## config.mk

```make
export PLATFORM = sky130hd
export DESIGN_NAME = fused_sar_fir
export DESIGN_NICKNAME = d
export VERILOG_FILES = /design/src/rtl/sar_fir_pkg.sv /design/src/rtl/sar_sample_chain.sv /design/src/rtl/sar_tap_mult.sv /design/src/rtl/sar_adder_tree.sv /design/src/rtl/sar_fill_track.sv /design/src/rtl/fused_sar_fir.sv
export SDC_FILE = /design/constraint.sdc
export NUM_CORES = 1
export LEC_CHECK = 0
export BUFFER_PORTS_ARGS = -buffer_cell sky130_fd_sc_hd__buf_2
export CELL_PAD_IN_SITES_DETAIL_PLACEMENT = 0
export CELL_PAD_IN_SITES_GLOBAL_PLACEMENT = 1
export CORE_AREA = 3 3 191 193
export CTS_CLUSTER_SIZE = 24
export DETAILED_ROUTE_END_ITERATION = 6
export DIE_AREA = 0 0 194 196
export HOLD_SLACK_MARGIN = 0.06
export PLACE_DENSITY_LB_ADDON = 0.2
export SETUP_SLACK_MARGIN = 0.15
export SLEW_MARGIN = 20
export SYNTH_ARGS = -nofsm -noshare
export SYNTH_HDL_FRONTEND = slang
export SYNTH_SLANG_ARGS = --single-unit
```

## constraint.sdc

```tcl
create_clock -name clk -period 9.41 [get_ports clk]
set_input_delay 0.4705 -clock clk [delete_from_list [all_inputs] [get_ports clk]]
set_output_delay 0.4705 -clock clk [all_outputs]
set_load 0.03 [all_outputs]
```

## src/rtl/sar_fir_pkg.sv

```systemverilog
// Shared helpers for the fused range-azimuth filter.
// Assumes R <= N so that tap groups never overlap.
package sar_fir_pkg;

    // Number of sample registers needed to reach the oldest tap.
    function automatic int chain_len(input int a, input int n, input int r);
        return a * n - (n - r);
    endfunction

    // Chain position of the tap for azimuth index i and range index j.
    function automatic int tap_pos(input int i, input int j, input int n);
        return i * n + j;
    endfunction

endpackage

```

## src/rtl/sar_sample_chain.sv

```systemverilog
// Sample history shift chain.
// Holds the last LEN accepted samples. Stage 0 is the newest. It exposes only
// the A*R positions that carry a coefficient: groups of R adjacent stages,
// with one group every N stages. Shifts only when shift_en is high.
module sar_sample_chain
    import sar_fir_pkg::*;
#(
    parameter int W = 8,
    parameter int N = 4,
    parameter int R = 2,
    parameter int A = 3
) (
    input  logic             clk,
    input  logic             rst_n,
    input  logic             shift_en,
    input  logic [W-1:0]     din,
    output logic [A*R*W-1:0] tap_bus
);
    localparam int LEN = chain_len(A, N, R);

    logic [W-1:0] stage [LEN];

    // Advance the history by one sample on each accepted input.
    always_ff @(posedge clk) begin
        if (!rst_n) begin
            for (int k = 0; k < LEN; k++) stage[k] <= '0;
        end else if (shift_en) begin
            stage[0] <= din;
            for (int k = 1; k < LEN; k++) stage[k] <= stage[k-1];
        end
    end

    // Route each coefficient position of the chain to its slot on the tap bus.
    for (genvar gi = 0; gi < A; gi++) begin : g_grp
        for (genvar gj = 0; gj < R; gj++) begin : g_tap
            assign tap_bus[(gi*R+gj)*W +: W] = stage[tap_pos(gi, gj, N)];
        end
    end

endmodule

```

## src/rtl/sar_tap_mult.sv

```systemverilog
// Constant-coefficient multipliers, one per tap, with a registered output.
// Tap k is multiplied by the signed field COEFS[k*CW +: CW]. The full
// W+CW-bit product is kept, so no rounding or overflow occurs here.
module sar_tap_mult #(
    parameter int W  = 8,
    parameter int CW = 8,
    parameter int NT = 6,
    parameter logic [NT*CW-1:0] COEFS = '0
) (
    input  logic                  clk,
    input  logic                  rst_n,
    input  logic [NT*W-1:0]       tap_bus,
    output logic [NT*(W+CW)-1:0]  prod_bus
);
    localparam int PW = W + CW;

    for (genvar k = 0; k < NT; k++) begin : g_mul
        localparam logic signed [CW-1:0] COEF = COEFS[k*CW +: CW];
        logic signed [W-1:0]  x;
        logic signed [PW-1:0] p_q;

        assign x = tap_bus[k*W +: W];

        // Register the weighted sample of this tap.
        always_ff @(posedge clk) begin
            if (!rst_n) p_q <= '0;
            else        p_q <= x * COEF;
        end

        assign prod_bus[k*PW +: PW] = p_q;
    end

endmodule

```

## src/rtl/sar_adder_tree.sv

```systemverilog
// Registered binary adder tree.
// Sums NL signed IW-bit leaves into one signed OW-bit result. The leaves are
// padded with zeros to a power of two, P = 2**clog2(NL). The nodes are kept
// in heap order: node n adds children 2n+1 and 2n+2, and the leaves take
// heap slots P-1 .. 2P-2. Each tree level is one register stage, so the
// latency is clog2(NL) cycles. Assumes OW >= IW + clog2(NL).
module sar_adder_tree #(
    parameter int IW = 16,
    parameter int NL = 6,
    parameter int OW = 19
) (
    input  logic                 clk,
    input  logic                 rst_n,
    input  logic [NL*IW-1:0]     leaves,
    output logic signed [OW-1:0] sum
);
    localparam int D = $clog2(NL);
    localparam int P = 1 << D;

    logic signed [OW-1:0] kids [2*P-1];

    if (D == 0) begin : g_flat
        logic signed [IW-1:0] only;
        assign only = leaves[IW-1:0];
        // Single leaf: sign-extend it, no register stage.
        always_comb begin
            kids[0] = OW'(only);
        end
        assign sum = kids[0];
    end else begin : g_tree
        logic signed [OW-1:0] node [P-1];

        // Gather internal nodes and sign-extended, zero-padded leaves into heap order.
        always_comb begin
            logic signed [IW-1:0] t;
            for (int n = 0; n < P - 1; n++) kids[n] = node[n];
            for (int k = 0; k < P; k++) begin
                if (k < NL) begin
                    t = leaves[k*IW +: IW];
                    kids[P-1+k] = OW'(t);
                end else begin
                    t = '0;
                    kids[P-1+k] = '0;
                end
            end
        end

        // Each internal node registers the sum of its two children.
        always_ff @(posedge clk) begin
            if (!rst_n) begin
                for (int n = 0; n < P - 1; n++) node[n] <= '0;
            end else begin
                for (int n = 0; n < P - 1; n++) node[n] <= kids[2*n+1] + kids[2*n+2];
            end
        end

        assign sum = node[0];
    end

endmodule

```

## src/rtl/sar_fill_track.sv

```systemverilog
// Result-valid tracker.
// Counts accepted samples since reset, saturating at LEN. It marks an
// accepted sample as producing a result once the chain holds a full window,
// then delays that mark by LAT cycles to line it up with the data path.
module sar_fill_track #(
    parameter int LEN = 10,
    parameter int LAT = 5
) (
    input  logic clk,
    input  logic rst_n,
    input  logic in_valid,
    output logic out_valid
);
    localparam int CNT_W = $clog2(LEN + 1);

    logic [CNT_W-1:0] cnt;
    logic [LAT-1:0]   vpipe;
    logic             full_hit;

    assign full_hit = in_valid && (cnt >= CNT_W'(LEN - 1));

    // Count accepted samples until the window is full.
    always_ff @(posedge clk) begin
        if (!rst_n)                          cnt <= '0;
        else if (in_valid && cnt != CNT_W'(LEN)) cnt <= cnt + 1'b1;
    end

    // Carry the result-valid mark along with the data pipeline.
    always_ff @(posedge clk) begin
        if (!rst_n) vpipe <= '0;
        else        vpipe <= {vpipe[LAT-2:0], full_hit};
    end

    assign out_valid = vpipe[LAT-1];

endmodule

```

## src/rtl/fused_sar_fir.sv

```systemverilog
// Fused range-azimuth FIR filter, top level.
// One shift chain feeds A*R constant-coefficient taps, placed in A groups of
// R adjacent taps with one pulse (N samples) between groups. The registered
// products are summed by a registered adder tree. Latency from the accepting
// edge to the result is clog2(A*R)+2 edges. Assumes R <= N. Samples near a
// pulse boundary are mixed with the previous pulse: no masking is applied.
module fused_sar_fir
    import sar_fir_pkg::*;
#(
    parameter int W  = 8,
    parameter int CW = 8,
    parameter int N  = 4,
    parameter int R  = 2,
    parameter int A  = 3,
    parameter logic [A*R*CW-1:0] COEFS = 48'hFF40F97F8003
) (
    input  logic                                    clk,
    input  logic                                    rst_n,
    input  logic                                    in_valid,
    input  logic signed [W-1:0]                     in_data,
    output logic                                    out_valid,
    output logic signed [W+CW+$clog2(A*R)-1:0]      out_data
);
    localparam int NT  = A * R;
    localparam int D   = $clog2(NT);
    localparam int LEN = chain_len(A, N, R);
    localparam int PW  = W + CW;
    localparam int OW  = PW + D;
    localparam int LAT = D + 2;

    logic [NT*W-1:0]  tap_bus;
    logic [NT*PW-1:0] prod_bus;

    sar_sample_chain #(.W(W), .N(N), .R(R), .A(A)) u_chain (
        .clk      (clk),
        .rst_n    (rst_n),
        .shift_en (in_valid),
        .din      (in_data),
        .tap_bus  (tap_bus)
    );

    sar_tap_mult #(.W(W), .CW(CW), .NT(NT), .COEFS(COEFS)) u_mult (
        .clk      (clk),
        .rst_n    (rst_n),
        .tap_bus  (tap_bus),
        .prod_bus (prod_bus)
    );

    sar_adder_tree #(.IW(PW), .NL(NT), .OW(OW)) u_tree (
        .clk    (clk),
        .rst_n  (rst_n),
        .leaves (prod_bus),
        .sum    (out_data)
    );

    sar_fill_track #(.LEN(LEN), .LAT(LAT)) u_fill (
        .clk       (clk),
        .rst_n     (rst_n),
        .in_valid  (in_valid),
        .out_valid (out_valid)
    );

endmodule

```

==> impl_results.md <==
- Worst Path Arrival: 5.31 ns
- CTS buffer count: 31
- Gr busiest metal: met2
- Combinational Power Share: 27.6%
- Die area: 38,020 um2
- Via count: 8,840
- Routability cong.: 0.7973
- Tightest Pin Transition: 0.8320 ns
- Core area: 34,710 um2
- Slew Viols, Final: 0
- Setup total negative slack: 0 ns
- Antenna diodes: 0
- PD cells: 233.4 nW/um2
- Num rows: 68
- Worst slew margin: 44.53%
- Layout Skew: 0.02249 ns
- Sequential power share: 38.9%
- Required @ worst endpoint: 9.82 ns
- Fraction of layout cells with a size suffix above 1: 7.225%
- Synth Cell Area: 13,900 um2
- Final Cycle Share: 52.10%
- Net Count, Synth: 1,565
- Hold Vio Cnt, Final: 0
- Synthesized area per cell: 10.16 um2
- CTS H-tree lvls: 1
- # IOs: 31
- Startpoint type of the worst setup path: flop
- Mapped Cells: 1,369
- HP Class: input port to flop
- # DRC: 0
- Async SR Flop Fraction: 0%
- Fill count: 3,339
- Area share of the largest cell type after synthesis: 26.93%
- Minimum clock period: 4.903 ns
- Via density: 4.771
- GR Overflow Total: 0
- Pint: 0.002505 W
- Ys flop type: dfxtp_1
- Synth area leader: dfxtp_1
- Maximum vdd ir drop: 130.7 uV
- CP Max Fanout: 23
- Largest net degree at the start of global routing: 92
- Max stage delay cell, worst path: edfxtp_1
- Final setup viols: 0
- Antenna violations before repair: 1
- Post-detail-place hpwl: 19.22 mm
- Maxcap violations: 0
- Worst-path cell chain: inv_1, fa_1, inv_1, fa_1, fa_1, inv_1, fa_1, inv_1, ha_1, o21ai_1, nor2b_1, nor2_1, a221oi_1, a21oi_1, xnor2_1, nor2_1
- Clock Power Share: 33.5%
- Post-DP Area: 14,360 um2
- Lkg Pwr: 7.267 nW
- Area growth from synthesis to layout: 11.14%
- Clock latency on the worst-skew pair: 0.55 ns
- First-pass GRT wire length: 44.48 mm
- CTS clock-pin slew for the worst setup and hold paths: 0.06 ns
- Clock root cell: clkbuf_16
- Port Buffers: 30
- Design area: 15,450 um2
- ANT nets after route: 0
- Switching Fraction: 30.55%
- Sequential fraction of the synthesis area: 44.20%
- EDFF count, synth: 80
- Hold-fix buffers, CTS: 0
- CTS tree: done
- Final nets: 1,571
- R2r startpoint: u_chain.stage[0][39]
- Synthesized flop and latch total: 267
- Critical Path Max Stage Delay: 0.87 ns
- Post-Route WL: 26.52 mm
- Clk sinks: 267
- Post-synth cell types: 58
- Status: complete, no violations
- Bufs on Longest Clock Path: 3
- Dominant cells by area after synthesis: dfxtp_1, edfxtp_1, ha_1, fa_1, and3_1
- GRT Overall Usage: 13.99%
- Fin util: 44.51%
- Hold_sp: in_data[5]
- CTS resizes: 0
- FMAX: 0.2040 GHz
- Final Power: 0.003607 W
- Critical path class: flop to flop
- DR pass1 iterations: 4
- WL per Instance: 14.31 um
- Die span in y: 196 um
- Critical Path Sink Type: flop
- Fin Hold WS: 0.2551 ns
- Routing usage on met3: 1.786%
- Setup Buffers After CTS: 0
- Worst Setup SP: u_chain.stage[0][39]
- Initial core utilization: 40.05%
- Sw Pwr: 0.001102 W
- Grt met1 use: 19.04%
- Synthesis Warnings: 0
- Met2 usage: 23.73%
- Iter 0 DRT Violations: 390
- RSZ-0062 raised after global routing: false
- Die Width: 194 um
- Vias in the first global route: 8,924
==> power groups by stage <==
stage                     Sequential (W)  Clock (W)  Combinational [W]
final                            0.00140    0.00121           0.000996
after CTS                        0.00141    0.00125            0.00101
after global placement           0.00143          0           0.000997
after floorplan                  0.00140          0           0.000825
after detailed placement         0.00143          0            0.00100
after global routing             0.00142    0.00129            0.00115
==> per-layer routing <==
| layer | wire, um | vias up |
|---|---|---|
| met2 | 12240 | 83 |
| li1 | - | 4665 |
| met4 | 650 | 0 |
| met3 | 787 | 44 |
| met5 | 0 | - |
| met1 | 12840 | 4048 |
==> sequential cells by signal (all words and copies together) (netlist names) <==
| signal | count |
|---|---|
| u_fill.cnt | 4 |
| u_chain.stage | 80 |
| u_tree.g_tree.node | 106 |
| u_fill.vpipe | 5 |
| u_mult.g_mul.p_q | 72 |
==> critical path, delay by kind of cell (launching register included) <==
kind | cells | cell delay (ns)
adders and majority gates | 5 | 2.39
DFF | 1 | 0.87
AOI/OAI and AO/OA | 3 | 0.58
buffers and inverters | 4 | 0.46
and+or+nand+nor | 3 | 0.32
xor gates and xnor gates | 1 | 0.16
==> final cells by class <==
type	instances	area (um2)	area share (%)
sequential	267	6146	39.77
multi-input combinational	918	7002	45.31
tap	455	569.3	3.684
clock buffer	39	887.1	5.741
clock inverter	17	177.7	1.150
timing repair buffer	35	210.2	1.360
inverter	122	460.4	2.980
==> cell families after synthesis <==
family | after synthesis | share of synthesized area (%)
compound gates | 197 | 9.485
xor+xnor | 78 | 4.914
mux | 6 | 0.4320
flops | 267 | 44.20
fa+ha+maj | 185 | 18.75
simple gates | 452 | 16.72
buf+inv | 184 | 5.490
==> cells in the mapped netlist (10+ instances only) <==
master	n
dfxtp_1	187
ha_1	146
nor2_1	125
inv_1	121
and3_1	88
edfxtp_1	80
and2_1	69
nand2_1	55
a21oi_1	54
xnor2_1	44
clkbuf_1	42
fa_1	39
nor3_1	36
xor2_1	34
a21o_1	27
o21ai_0	25
buf_4	19
nor2b_1	17
nand2b_1	16
nand3_1	16
o21ai_1	16
o21a_1	13
o21bai_1	10
==> cells in the final DEF (no fill, tap or decap), types with 6 or more instances in the layout <==
cell type	Yosys	final
and3_1	88	88
edfxtp_1	80	80
nor2b_1	17	17
or3_1	8	8
nor2_1	125	125
nand2b_1	16	15
and2_1	69	69
a211oi_1	6	6
dfxtp_1	187	187
o21ai_0	25	25
clkinv_2	1	11
buf_2	0	29
fa_1	39	39
o21bai_1	10	10
a31oi_1	8	8
ha_1	146	146
nand2_1	55	55
o21a_1	13	13
clkbuf_16	0	32
xor2_1	34	34
xnor2_1	44	44
mux2i_1	6	6
inv_1	121	120
clkbuf_8	0	6
nor3_1	36	36
o21ai_1	16	16
a21oi_1	54	54
nand3_1	16	16
a21o_1	27	27
==> through the flow <==
| step | std cells | setup WS (ns) |
|---|---|---|
| after detailed placement | 1796 | 4.467 |
| final | 1853 | 4.507 |
| after floorplan | 1369 | 4.799 |
| after CTS | 1852 | 4.470 |
| after global routing | 1853 | 4.139 |
| after global placement | 1796 | 4.551 |
==> path summary, 6_finish.rpt <==
| path | slack (ns) | depth (start not counted) | endpoint |
|---|---|---|---|
| max | 4.51 | 16 | u_mult.g_mul[2].p_q[14] |
| min | 0.26 | 2 | u_chain.stage[0][5] |
| max reg2reg | 4.51 | 16 | u_mult.g_mul[2].p_q[14] |
| min reg2reg | 0.41 | 1 | u_tree.g_tree.node[0][95] |
Note: power is estimated with default switching activity, not from simulation.
